### config.mk
export PLATFORM = sky130hd
export DESIGN_NAME = ioreg_space
export DESIGN_NICKNAME = d
export VERILOG_FILES = /design/src/rtl/ioreg_pkg.sv /design/src/rtl/ioreg_ctrl.sv /design/src/rtl/ioreg_dp.sv /design/src/rtl/ioreg_space.sv
export SDC_FILE = /design/constraint.sdc
export NUM_CORES = 1
export LEC_CHECK = 0
export ABC_AREA = 1
export BUFFER_PORTS_ARGS = -buffer_cell sky130_fd_sc_hd__buf_2
export CAP_MARGIN = 25
export CORE_UTILIZATION = 40
export DETAILED_ROUTE_END_ITERATION = 12
export SLEW_MARGIN = 20
export SYNTH_ARGS = -nofsm -noshare
export SYNTH_HDL_FRONTEND = slang
export SYNTH_HIERARCHICAL = 1
export SYNTH_SLANG_ARGS = --single-unit
### constraint.sdc
create_clock -name clk -period 0.85 [get_ports clk]
set_input_delay 0 -clock clk [delete_from_list [all_inputs] [get_ports clk]]
set_output_delay 0 -clock clk [all_outputs]
set_load 0.005 [all_outputs]
### src/rtl/ioreg_pkg.sv
package ioreg_pkg;

  localparam int NREG = 5;
  localparam int REG_STAT = 3;
  localparam int REG_EEH = 4;

  typedef enum logic [1:0] {
    BOP_NONE = 2'b00,
    BOP_SET  = 2'b01,
    BOP_CLR  = 2'b10,
    BOP_TEST = 2'b11
  } bitop_e;

  typedef struct packed {
    logic [NREG-1:0] byteWr;
    logic [NREG-1:0] byteRd;
    logic [NREG-1:0] bitSet;
    logic [NREG-1:0] bitClr;
    logic [NREG-1:0] bitRd;
    logic [7:0]      bitMask;
  } strobe_t;

endpackage

### src/rtl/ioreg_ctrl.sv
module ioreg_ctrl
  import ioreg_pkg::*;
#(
  parameter logic [6*NREG-1:0] REG_ADDRS = {6'h1F, 6'h1C, 6'h2B, 6'h2A, 6'h13}
) (
  input  logic       byteEn,
  input  logic       byteWe,
  input  logic       byteView,
  input  logic [6:0] byteAddr,
  input  logic       bitEn,
  input  logic [1:0] bitOp,
  input  logic [5:0] bitAddr,
  input  logic [2:0] bitIdx,
  output strobe_t    st
);

  localparam logic [6:0] DS_BASE = 7'h20;
  localparam logic [6:0] DS_END  = 7'h60;

  bitop_e          opCode;
  logic [5:0]      ioAddr;
  logic            byteMapped;
  logic            bitOk;
  logic [NREG-1:0] wrVec, rdVec, setVec, clrVec, tstVec;

  assign opCode = bitop_e'(bitOp);

  always_comb begin
    if (byteView) begin
      byteMapped = (byteAddr >= DS_BASE) && (byteAddr < DS_END);
      ioAddr     = 6'(byteAddr - DS_BASE);
    end else begin
      byteMapped = !byteAddr[6];
      ioAddr     = byteAddr[5:0];
    end
  end

  // bit port only reaches the lower half of the space
  assign bitOk = bitEn && !bitAddr[5];

  for (genvar i = 0; i < NREG; i++) begin : g_dec
    localparam logic [5:0] LOC = REG_ADDRS[6*i +: 6];
    logic byteHit, bitHit;
    assign byteHit   = byteEn && byteMapped && (ioAddr == LOC);
    assign bitHit    = bitOk && (bitAddr == LOC);
    assign wrVec[i]  = byteHit && byteWe;
    assign rdVec[i]  = byteHit;
    // byte port has priority over a bit update of the same register
    assign setVec[i] = bitHit && (opCode == BOP_SET) && !wrVec[i];
    assign clrVec[i] = bitHit && (opCode == BOP_CLR) && !wrVec[i];
    assign tstVec[i] = bitHit && (opCode == BOP_TEST);
  end

  assign st.byteWr  = wrVec;
  assign st.byteRd  = rdVec;
  assign st.bitSet  = setVec;
  assign st.bitClr  = clrVec;
  assign st.bitRd   = tstVec;
  assign st.bitMask = 8'b1 << bitIdx;

endmodule

### src/rtl/ioreg_dp.sv
module ioreg_dp
  import ioreg_pkg::*;
#(
  parameter bit   SMALL_EE    = 1'b0,
  parameter logic EE_MSB_INIT = 1'b0
) (
  input  logic       clk,
  input  logic       rstN,
  input  strobe_t    st,
  input  logic [7:0] byteWdata,
  input  logic [7:0] flagEvent,
  output logic [7:0] byteRdata,
  output logic       bitResult
);

  logic [7:0] regVal [NREG];

  // general-purpose storage registers
  for (genvar g = 0; g < REG_STAT; g++) begin : g_gpr
    logic [7:0] q;
    always_ff @(posedge clk or negedge rstN) begin
      if (!rstN)              q <= '0;
      else if (st.byteWr[g])  q <= byteWdata;
      else if (st.bitSet[g])  q <= q | st.bitMask;
      else if (st.bitClr[g])  q <= q & ~st.bitMask;
    end
    assign regVal[g] = q;
  end

  // status flags: write one to clear, events set and win
  logic [7:0] statQ, statClr;
  logic       unusedStatClr;
  always_comb begin
    if (st.byteWr[REG_STAT])      statClr = byteWdata;
    else if (st.bitSet[REG_STAT]) statClr = st.bitMask;
    else                          statClr = '0;
  end
  always_ff @(posedge clk or negedge rstN) begin
    if (!rstN) statQ <= '0;
    else       statQ <= (statQ & ~statClr) | flagEvent;
  end
  assign regVal[REG_STAT] = statQ;
  // writing zero to a flag does nothing, so bit-clear is a no-op here
  assign unusedStatClr = st.bitClr[REG_STAT];

  // EEPROM address high: only the MSB of the address is kept
  if (!SMALL_EE) begin : g_eeMsb
    logic msbQ;
    always_ff @(posedge clk or negedge rstN) begin
      if (!rstN)                                    msbQ <= EE_MSB_INIT;
      else if (st.byteWr[REG_EEH])                  msbQ <= byteWdata[0];
      else if (st.bitSet[REG_EEH] && st.bitMask[0]) msbQ <= 1'b1;
      else if (st.bitClr[REG_EEH] && st.bitMask[0]) msbQ <= 1'b0;
    end
    assign regVal[REG_EEH] = {7'b0, msbQ};
  end else begin : g_eeNone
    logic unusedEe;
    assign unusedEe = ^{st.byteWr[REG_EEH], st.bitSet[REG_EEH], st.bitClr[REG_EEH]};
    assign regVal[REG_EEH] = '0;
  end

  always_comb begin
    byteRdata = '0;
    bitResult = 1'b0;
    for (int i = 0; i < NREG; i++) begin
      if (st.byteRd[i]) byteRdata = byteRdata | regVal[i];
      if (st.bitRd[i])  bitResult = bitResult | (|(regVal[i] & st.bitMask));
    end
  end

endmodule

### src/rtl/ioreg_space.sv
module ioreg_space
  import ioreg_pkg::*;
#(
  parameter logic [17:0] GPR_ADDRS   = {6'h2B, 6'h2A, 6'h13},
  parameter logic [5:0]  STAT_ADDR   = 6'h1C,
  parameter logic [5:0]  EEH_ADDR    = 6'h1F,
  parameter bit          SMALL_EE    = 1'b0,
  parameter logic        EE_MSB_INIT = 1'b0
) (
  input  logic       clk,
  input  logic       rstN,
  input  logic       byteEn,
  input  logic       byteWe,
  input  logic       byteView,
  input  logic [6:0] byteAddr,
  input  logic [7:0] byteWdata,
  output logic [7:0] byteRdata,
  input  logic       bitEn,
  input  logic [1:0] bitOp,
  input  logic [5:0] bitAddr,
  input  logic [2:0] bitIdx,
  output logic       bitResult,
  input  logic [7:0] flagEvent
);

  localparam logic [6*NREG-1:0] REG_ADDRS = {EEH_ADDR, STAT_ADDR, GPR_ADDRS};

  strobe_t st;

  ioreg_ctrl #(.REG_ADDRS(REG_ADDRS)) u_ctrl (
    .byteEn   (byteEn),
    .byteWe   (byteWe),
    .byteView (byteView),
    .byteAddr (byteAddr),
    .bitEn    (bitEn),
    .bitOp    (bitOp),
    .bitAddr  (bitAddr),
    .bitIdx   (bitIdx),
    .st       (st)
  );

  ioreg_dp #(.SMALL_EE(SMALL_EE), .EE_MSB_INIT(EE_MSB_INIT)) u_dp (
    .clk       (clk),
    .rstN      (rstN),
    .st        (st),
    .byteWdata (byteWdata),
    .flagEvent (flagEvent),
    .byteRdata (byteRdata),
    .bitResult (bitResult)
  );

endmodule

## Word-level counts from Yosys, hierarchy flattened

Index checks and enable logic that the tools add are counted.

- Bits in registers: 33
- Bits in latches: 0
- Bits in writable memories: 0
- Bits in read-only memories: 0
- Input port bits: 40
- Output and inout bits: 9
- Memories: 0

- Add/sub/neg operators: 1
- Multipliers: 0
- Divide/modulo/power cells: 0
- Magnitude comparators: 2
- Equality and inequality tests: 13
- Shift-type cells: 1
- Mux-type cells: 26
- Bitwise gates (word level): 23
- Reductions and logical operators: 59

Operator list:

| cell | number |
|---|---|
| two-way mux 8 bit | 16 |
| AND 8 bit | 8 |
| OR 8 bit | 7 |
| logical AND 1 bit | 43 |
| OR reduction 8 bit | 5 |
| == test 6 x 5 -> 1 bit (second input constant) | 6 |
| == test 6 bit (second input constant) | 4 |
| NOT 8 bit | 2 |
| nonzero test 3 bit | 4 |
| two-way mux 1 bit | 9 |
| AND 1 x 8 -> 8 bit | 1 |
| OR 8 x 1 -> 8 bit | 1 |
| << shifter 1 x 3 -> 8 bit (first input constant) | 1 |
| greater-or-equal comparator 7 x 6 -> 1 bit (second input constant) | 1 |
| logical NOT 1 bit | 7 |
| < comparator 7 bit (second input constant) | 1 |
| two-way mux 6 bit | 1 |
| subtractor 6 bit (second input constant) | 1 |
| == test 2 bit (second input constant) | 2 |
| OR 1 bit | 4 |
| == test 2 x 1 -> 1 bit (second input constant) | 1 |

## Longest topological paths before layout

Gate-level depths: netlist of run 1.

- Depth in word-level cells: 14
- Mapped depth: 14

## Hierarchy

The synthesis of run 1 kept the hierarchy.

Modules (own cells, without submodules):

| module | times used | cells each | area each (um^2) | sequential area each (um^2) |
|---|---|---|---|---|
| ioreg_dp | 1 | 290 | 2089.5 | 825.8 |
| ioreg_ctrl | 1 | 113 | 551.8 | 0.0 |

## Worst setup path before layout of run 1

OpenSTA, ideal clock, no wires.

- Kind: input -> register
- Start: input port byteAddr[5]
- End: register with a tool-made name
- Library setup time: 130 ps
- Arrival: 1106 ps
- Data required time: 720 ps
- Setup slack: -386 ps
- Stages: 14
- Cells stage by stage: inv_1 > nand2_2 > nand2_2 > nand2_4 > nor2_8 > nand3_2 > nand2_1 > inv_1 > inv_1 > nand2_2 > nor2_4 > a21oi_1 > o211ai_1 > o21ai_0

RTL lines:

| element | line | source |
|---|---|---|
| start, declared | ioreg_space.sv:15 | `input logic [6:0] byteAddr,` |

==> impl.org, run 1 <==
** Global routing
- Maximum number of pins on one net before global-route repair :: 34
- Global routing consumed, over all layers together, 24.2% of the routing resources.
- Number of antenna violations at the first check in global routing :: 0
- Global routing finished with a remaining overflow of 0.
- First-pass GRT wire length :: 13.5 mm
- Vias in the first global route :: 3004

** Placed design
- The count of buffers added on input and output ports is 48.
- Prior to clock tree synthesis, the placed netlist has a worst setup slack of -0.625 ns.
- Total placed instance area :: 0.00341 mm2
- The wire-length estimate of the detail-placed layout is 6.00 mm.
- RePlAce Congestion :: 0.849
- Post-placement cell count :: 561

** Power
- Portion of total power attributed to sequential cells :: 45.2%
- The share of total power dissipated in the clock network is 27.8%.
- Switching power share of the total :: 32.4%
- Net Switching :: 1.35 mW
- In this run the static leakage power is 1.95 nW.
- Proportion of power drawn by combinational gates :: 27.0%
- Total power for the finished layout comes to 4.18 mW.
- Power Internal :: 2.82 mW
- VDD IR-drop max :: 0.677 mV
- Power spread over the standard cell area amounts to 1020 mW/mm2.

** Floorplan
- The die covers 0.00690 mm2.
- During I/O placement, the number of pins put on the boundary was 49.
- Starting utilization of the core area :: 41.4%
- The die is 83.1 um wide.
- The die is 83.1 um tall.
- In this run the core area contains 29 standard-cell rows.
- CORE AREA :: 0.00635 mm2

** Clocking
- TritonCTS clock tree :: built
- Clock latency on the worst-skew pair, taken at its later pin, is 0.28 ns.
- Clock slew at reported path FFs :: 0.07 ns
- Number of buffers created by CTS :: 5
- Counting along the longest clock path gives a buffer depth of 2.
- CTS placed an instance of sky130_fd_sc_hd__clkbuf_8 at the clock tree root.
- The clock net in this run drives a total of 33 sinks.
- Count of H-tree levels built during CTS :: 2

** Final layout
- Summing all non-filler instances in the final layout gives an area of 0.00411 mm2.
- After filler insertion, the fill cell instance count of the layout stands at 554.
- The number of antenna diodes in the final layout is 0.
- After the last flow step, the layout net total stands at 561.
- Utilization of the core after routing :: 64.7%
- Area growth from synthesis to final layout :: 56.3%
- Reg area :: 826 um2
- Footprint of the multi-input gates :: 0.00183 mm2
- In the final layout, the share of cells above drive strength 1 is 46.9%.
- Non-filler instance count after layout :: 599

** Hold path
- Counting instances, the worst hold path has a depth of 3.
- The startpoint identified for the worst hold timing path is byteWdata[5].
- Hold/Removal Path Class :: primary input to register

** Setup path
- For flop-to-flop paths, the worst setup slack is -0.01 ns.
- For the worst flop-to-flop path, the logic depth is 2.
- Startpoint class of the critical path :: register
- Count of buffering cells on the critical path with inverters included :: 1
- The slowest stage of the critical path belongs to the cell sky130_fd_sc_hd__dfrtp_1.
- Data on the critical path arrives at its endpoint at 1.28 ns.
- Critical Path Max Stage Delay :: 0.39 ns
- Capture point of the worst reg-to-reg path :: u_dp/statQ[4]$_DFF_PN0_
- Source of the worst register-to-register timing path :: u_dp/statQ[4]$_DFF_PN0_
- Biggest fanout along the worst timing path :: 2
- Critical-path cell list :: nand2_1 > nand2_1 > nor2_1 > a21boi_1 > nor2_1 > nand2_1 > buf_2
- For the worst setup path, the data required time is 0.85 ns.
- Most numerous cell on the critical path :: sky130_fd_sc_hd__nand2_1
- The worst setup path is captured at an output pin.
- Type of the setup path with the least slack :: register to output pin
- The kind of cell with the highest combined delay along the critical path is simple AND/OR/NAND/NOR gates.

** Route
- After detailed routing, the number of remaining DRC violations is 0.
- Post-route antenna net violation count :: 0
- Dividing the detail-routed wire length by the instance count gives 13.3 um.
- Wires add up to 7.95 mm.
- Number of detailed-routing iterations run before antenna repair :: 4
- Iteration-0 DRC count of the detailed router :: 142
- The routed layout has 2942 vias.
- Using the TritonRoute via totals, the vias-per-cell ratio works out to 4.91.

** Status
- The checks that failed: negative setup slack.
- Result of the run :: finished, violations left

** STA
- For this run, the top clock speed supported by timing is 779 MHz.
- Final worst-path cycle share :: 151%
- Worst Setup Slack, final :: -0.434 ns
- Min cycle time layout :: 1.28 ns
- Total Neg Setup Slack :: -11.14 ns
- Worst Hold Margin :: 0.0318 ns
- Setup violations remaining at the end of the flow were counted as 42.
- Number of slew-limit violations in the final report :: 0
- The count of final hold-check violations was 0.
- Worst Clk Skew :: 0 ns
- Setup repair after global routing could not meet its margin everywhere.

** Synthesis
- Summing every instance area after synthesis gives 0.00263 mm2.
- Cell count after synthesis :: 400
- Mean area per synthesized cell :: 6.58 um2
- Yosys printed 6 warnings.

** Run
- Count of max-cap constraint violations :: 0
placed cells by master (no fill, tap or decap), types with 3 or more instances in the layout:
cell / instances
sky130_fd_sc_hd__buf_4: 50
sky130_fd_sc_hd__inv_4: 8
sky130_fd_sc_hd__a31o_2: 8
sky130_fd_sc_hd__o21ai_0: 10
sky130_fd_sc_hd__buf_2: 43
sky130_fd_sc_hd__inv_1: 34
sky130_fd_sc_hd__buf_12: 3
sky130_fd_sc_hd__clkbuf_8: 5
sky130_fd_sc_hd__dlygate4sd3_1: 9
sky130_fd_sc_hd__inv_2: 14
sky130_fd_sc_hd__o21ai_1: 15
sky130_fd_sc_hd__o211ai_1: 15
sky130_fd_sc_hd__buf_6: 20
sky130_fd_sc_hd__nand2_2: 9
sky130_fd_sc_hd__a21oi_1: 13
sky130_fd_sc_hd__nor3_2: 7
sky130_fd_sc_hd__conb_1: 6
sky130_fd_sc_hd__nor2_2: 4
sky130_fd_sc_hd__a21oi_2: 28
sky130_fd_sc_hd__nand2_1: 95
sky130_fd_sc_hd__inv_6: 3
sky130_fd_sc_hd__o22ai_2: 7
sky130_fd_sc_hd__dfrtp_1: 33
sky130_fd_sc_hd__nand3_4: 4
sky130_fd_sc_hd__nand2_4: 8
sky130_fd_sc_hd__nand3b_1: 9
sky130_fd_sc_hd__nor2_1: 31
sky130_fd_sc_hd__nor2_4: 7
area by class of cell:
class,count,area share (%)
tap,77,2.34
multi-input combinational,292,44.6
timing repair inverter,2,0.274
timing repair buffer,127,24.2
inverter,60,6.45
clock inverter,2,0.243
clock buffer,6,1.77
sequential,33,20.1
worst reg2reg max path, cell delays in order, from the launching register on:
cell	delay, ns
sky130_fd_sc_hd__dfrtp_1	0.39
sky130_fd_sc_hd__buf_4	0.15
sky130_fd_sc_hd__a31o_2	0.22
worst max-delay path by stage:
| stage | end | slack, ns | cells past startpoint |
|---|---|---|---|
| 6_report | bitResult | -0.43 | 7 |
| 3_5_place_dp | register | -0.63 | 12 |
| 4_1_cts | bitResult | -0.44 | 7 |
| 5_1_grt | bitResult | -0.51 | 7 |
| 2_1_floorplan | register | -0.38 | 11 |
| 3_3_place_gp | register | -0.58 | 11 |
metal layers:
metal  track usage, %  routed length, um
met5                0                  0
met4             7.21                114
met3             3.98                228
met2             42.0               3830
met1             30.8               3770
power groups by stage:
stage | logic, mW | clock network, mW | registers (mW)
after floorplan | 0.519 | 0 | 1.87
after global placement | 0.885 | 0 | 1.90
after detailed placement | 0.913 | 0 | 1.91
after CTS | 1.07 | 1.19 | 1.88
after global routing | 1.25 | 1.26 | 1.91
final | 1.13 | 1.16 | 1.89
repair_timing:
item,4_1_cts,5_1_grt
pin swaps,37,24
resized for setup,85,34
cloned,2,0
buffers inserted,13,7
hold endpoints to repair,41,0
hold buffers,9,0
endpoints found under the setup margin,41,42
No activity file was read; power rests on OpenSTA's default activity.
==> run 2, diff against run 1 <==
--- a/config.mk
+++ b/config.mk
@@ -5,7 +5,6 @@
 export SDC_FILE = /design/constraint.sdc
 export NUM_CORES = 1
 export LEC_CHECK = 0
-export ABC_AREA = 1
 export BUFFER_PORTS_ARGS = -buffer_cell sky130_fd_sc_hd__buf_2
 export CAP_MARGIN = 25
 export CORE_UTILIZATION = 40
==> run 2 against run 1 <==
The run still ends with negative setup slack left. Synthesized cell count is 25% lower. Sequential share of layout area is 2.4 points higher. Final cell count is 18% lower. Die area is 9.1% lower. Hold slack worse by 0.022 ns. Setup slack worse by 0.41 ns. First-iteration DRC count is 48% higher. Routed wire length is 1.8% higher. Sequential cell count stayed put. Core utilization is 0.65 points higher. Critical path type is now primary input to output pin. Critical endpoint is now byteRdata[0]. Largest power group unchanged.
==> impl.org, run 2 <==
** Route
- Summed over all layers, the routed wires come to 8.10 mm.
- In the routed layout, each cell is associated on average with a via count of 5.64.
- In this run, the number of DRC markers left after iteration 0 of detailed routing was 210.
- Dividing the detail-routed wire length by the instance count gives 16.5 um.
- Summing over every cut layer, the via total after detailed routing is 2775.
- Number of detailed-routing iterations run before antenna repair :: 5
- In the routed design, unresolved DRC markers number 0.
- Post-route antenna net violation count :: 0

** Final layout
- # nets final :: 460
- Fraction of final layout cells sized beyond drive strength 1 :: 44.3%
- Reg area :: 826 um2
- The layout has 507 filler cells.
- The library cells used most frequently in the layout, excluding fill and tap cells, are sky130_fd_sc_hd__nand2_1, sky130_fd_sc_hd__buf_4, sky130_fd_sc_hd__buf_2.
- Leaving out fill and tap cells, the most frequent cell in the layout is sky130_fd_sc_hd__nand2_1.
- Footprint of the multi-input gates :: 0.00160 mm2
- From synthesis to final layout, the design area changed by 53.9%.
- Number of inserted diodes :: 0

** Clocking
- Number of buffers created by CTS :: 5
- The H-tree generated during clock tree synthesis spans 2 levels.
- After clock tree synthesis, the clock-pin slew on the worst setup and hold paths is 0.07 ns.
- TritonCTS clock tree :: built
- CTS max path bufs :: 2
- Counting every sink on the clock net gives 33.
- Clock tree root buffer cell :: sky130_fd_sc_hd__clkbuf_8
- At the later pin of the worst-skew pair, clock insertion delay measures 0.29 ns.

** STA
- The count of final hold-check violations was 0.
- Timing would allow up to 589 MHz.
- Worst Setup Slack, final :: -0.848 ns
- Final worst-path cycle share :: 200%
- Number of slew-limit violations in the final report :: 0
- Setup violations remaining at the end of the flow were counted as 42.
- Worst Clk Skew :: 0 ns
- Min cycle time layout :: 1.70 ns
- Setup repair after global routing could not meet its margin everywhere.

** Floorplan
- Die Area :: 0.00627 mm2
- Die outline height :: 79.2 um
- Starting utilization of the core area :: 42.5%
- Number of rows created at floorplan :: 27
- The floorplan step set the die width to 79.2 um.
- IO Count :: 49
- The floorplan step defined a core boundary enclosing 0.00561 mm2.

** Global routing
- The first global-routing pass estimated 12.8 mm of wire.
- The initial antenna violation count came to 0.
- The total overflow left after global routing is 0.
- Entering global routing, the biggest net connects 34 pins.
- Overall global routing resource usage :: 27.1%
- The number of global-route vias before repair is 2595.

** Status
- The flow ran to the end, but the final reports show violations.
- Failing checks :: negative setup slack

** Setup path
- The critical path contains buffers and inverters numbering 3 combined.
- Source of the critical timing path :: byteAddr[5]
- STA classifies the critical path startpoint as a primary input.
- Cell family contributing the most delay on the critical path :: simple AND/OR/NAND/NOR gates
- Source of the worst register-to-register timing path :: u_dp/statQ[3]$_DFF_PN0_
- Capturing element type of the critical path :: output pin
- Walking the worst path, the cells encountered are buf_8 > nor2b_4 > mux2_4 > or4_4 > nor3b_4 > buf_6 > a222oi_1 > nand2_1 > buf_2.
- Data on the critical path arrives at its endpoint at 1.70 ns.
- Type of the setup path with the least slack :: primary input to output pin
- Required time at the endpoint of the critical path :: 0.85 ns
- For this run, the slowest stage of the critical path takes 0.53 ns.
- For this design, the slowest cell found on the critical path is sky130_fd_sc_hd__or4_4.
- In this run the worst path has a maximum fanout of 8.

** Placed design
- Summed over all nets, the half-perimeter wirelength after detailed placement is 5.62 mm.
- In this run the tool buffered the top-level ports with 48 buffer cells.
- At the end of routability-driven placement, the weighted congestion stood at 0.939.
- Dpl ws :: -1.25 ns

** Power
- Power after layout :: 4.20 mW
- Leakage power figure :: 1.59 nW
- VDD sags by at most 0.603 mV.
- Power density relative to cell area :: 1140 mW/mm2

** Hold path
- The min-delay analysis places its worst path in the category primary input to register.
- The startpoint identified for the worst hold timing path is byteWdata[1].

** Synthesis
- In this run the cell area of the synthesized design comes to 0.00238 mm2.
- During synthesis, Yosys emitted a total of 6 warnings.
- In this run the mean area of a mapped cell was 7.89 um2.
- Cell count after synthesis :: 302

** Run
- Across the run, the number of max-cap violations was 0.
-- run 2: cell count changes in the layout (fill, tap and decap cells not counted), moves of 13 or more --
cell                       delta
sky130_fd_sc_hd__nand2_1     -29
sky130_fd_sc_hd__nor2_1      -16
sky130_fd_sc_hd__a22oi_2     +19
sky130_fd_sc_hd__o211ai_1    -15
sky130_fd_sc_hd__buf_4       +13
sky130_fd_sc_hd__a22oi_1     +35
sky130_fd_sc_hd__a21oi_2     -27
sky130_fd_sc_hd__inv_2       -14
sky130_fd_sc_hd__inv_1       -33
-- run 2: routing by layer --
layer  share of wire (%)  wire, um  vias to the layer above  GRT usage, %
met4                 3.2       262                        0          10.7
met1                  41      3350                     1291          33.6
li1                    -         -                     1317             -
met2                  49      3990                      138          47.1
met5                   0         0                        -             0
met3                 6.2       498                       29          3.79
-- run 2: final cells by class --
class / count / share of cell area [%]
multi-input combinational: 238 / 43.7
clock buffer: 7 / 2.35
sequential: 33 / 22.5
timing repair buffer: 141 / 28.9
inverter: 1 / 0.102
tap: 72 / 2.46
-- run 2: tightest hold or removal path, delay by kind of cell --
kind	cells	cell delay [ns]
AO/OA/AOI/OAI	1	0.05
AND/OR/NAND/NOR	1	0.07
buffers and inverters	1	0.14
-- run 2: path summary, 6_finish.rpt --
path                                         endpoint  slack, ns  depth (start not counted)
hold reg to reg                              register       0.61                          2
max in group asynchronous  asynchronous set/reset pin       0.47                          3
setup / recovery                         byteRdata[0]      -0.85                          9
min in group asynchronous  asynchronous set/reset pin       0.20                          3
setup reg to reg              u_dp/statQ[3]$_DFF_PN0_      -0.10                          3
hold / removal                               register      0.009                          3
-- run 2: power by group --
group	total (mW)	internal [mW]	switching, mW	leakage, nW
sequential	1.93	1.76	0.175	0.382
combinational	1.04	0.541	0.498	1.17
clock	1.23	0.643	0.586	0.0443
-- run 2: stage by stage --
stage	hold WS [ns]	TNS (ns)	instance area [um2]	util, %	cells
finish	0.00941	-28.20	3670	65.4	492
global route	0.0246	-30.90	3670	65.4	492
CTS	0.000164	-28.37	3570	63.6	489
detailed placement	-0.0237	-39.86	3060	54.6	456
global placement	-0.0234	-40.74	3060	54.5	455
floorplan	-0.296	-30.68	2480	-	307
-- run 2: timing repair --
item | 4_1_cts | 5_1_grt
pin swaps | 26 | 29
hold endpoints to repair | 54 | 1
setup endpoints to repair | 42 | 42
cloned | 2 | 0
hold buffers | 15 | 1
gates resized for setup | 61 | 22
buffers inserted | 10 | 2
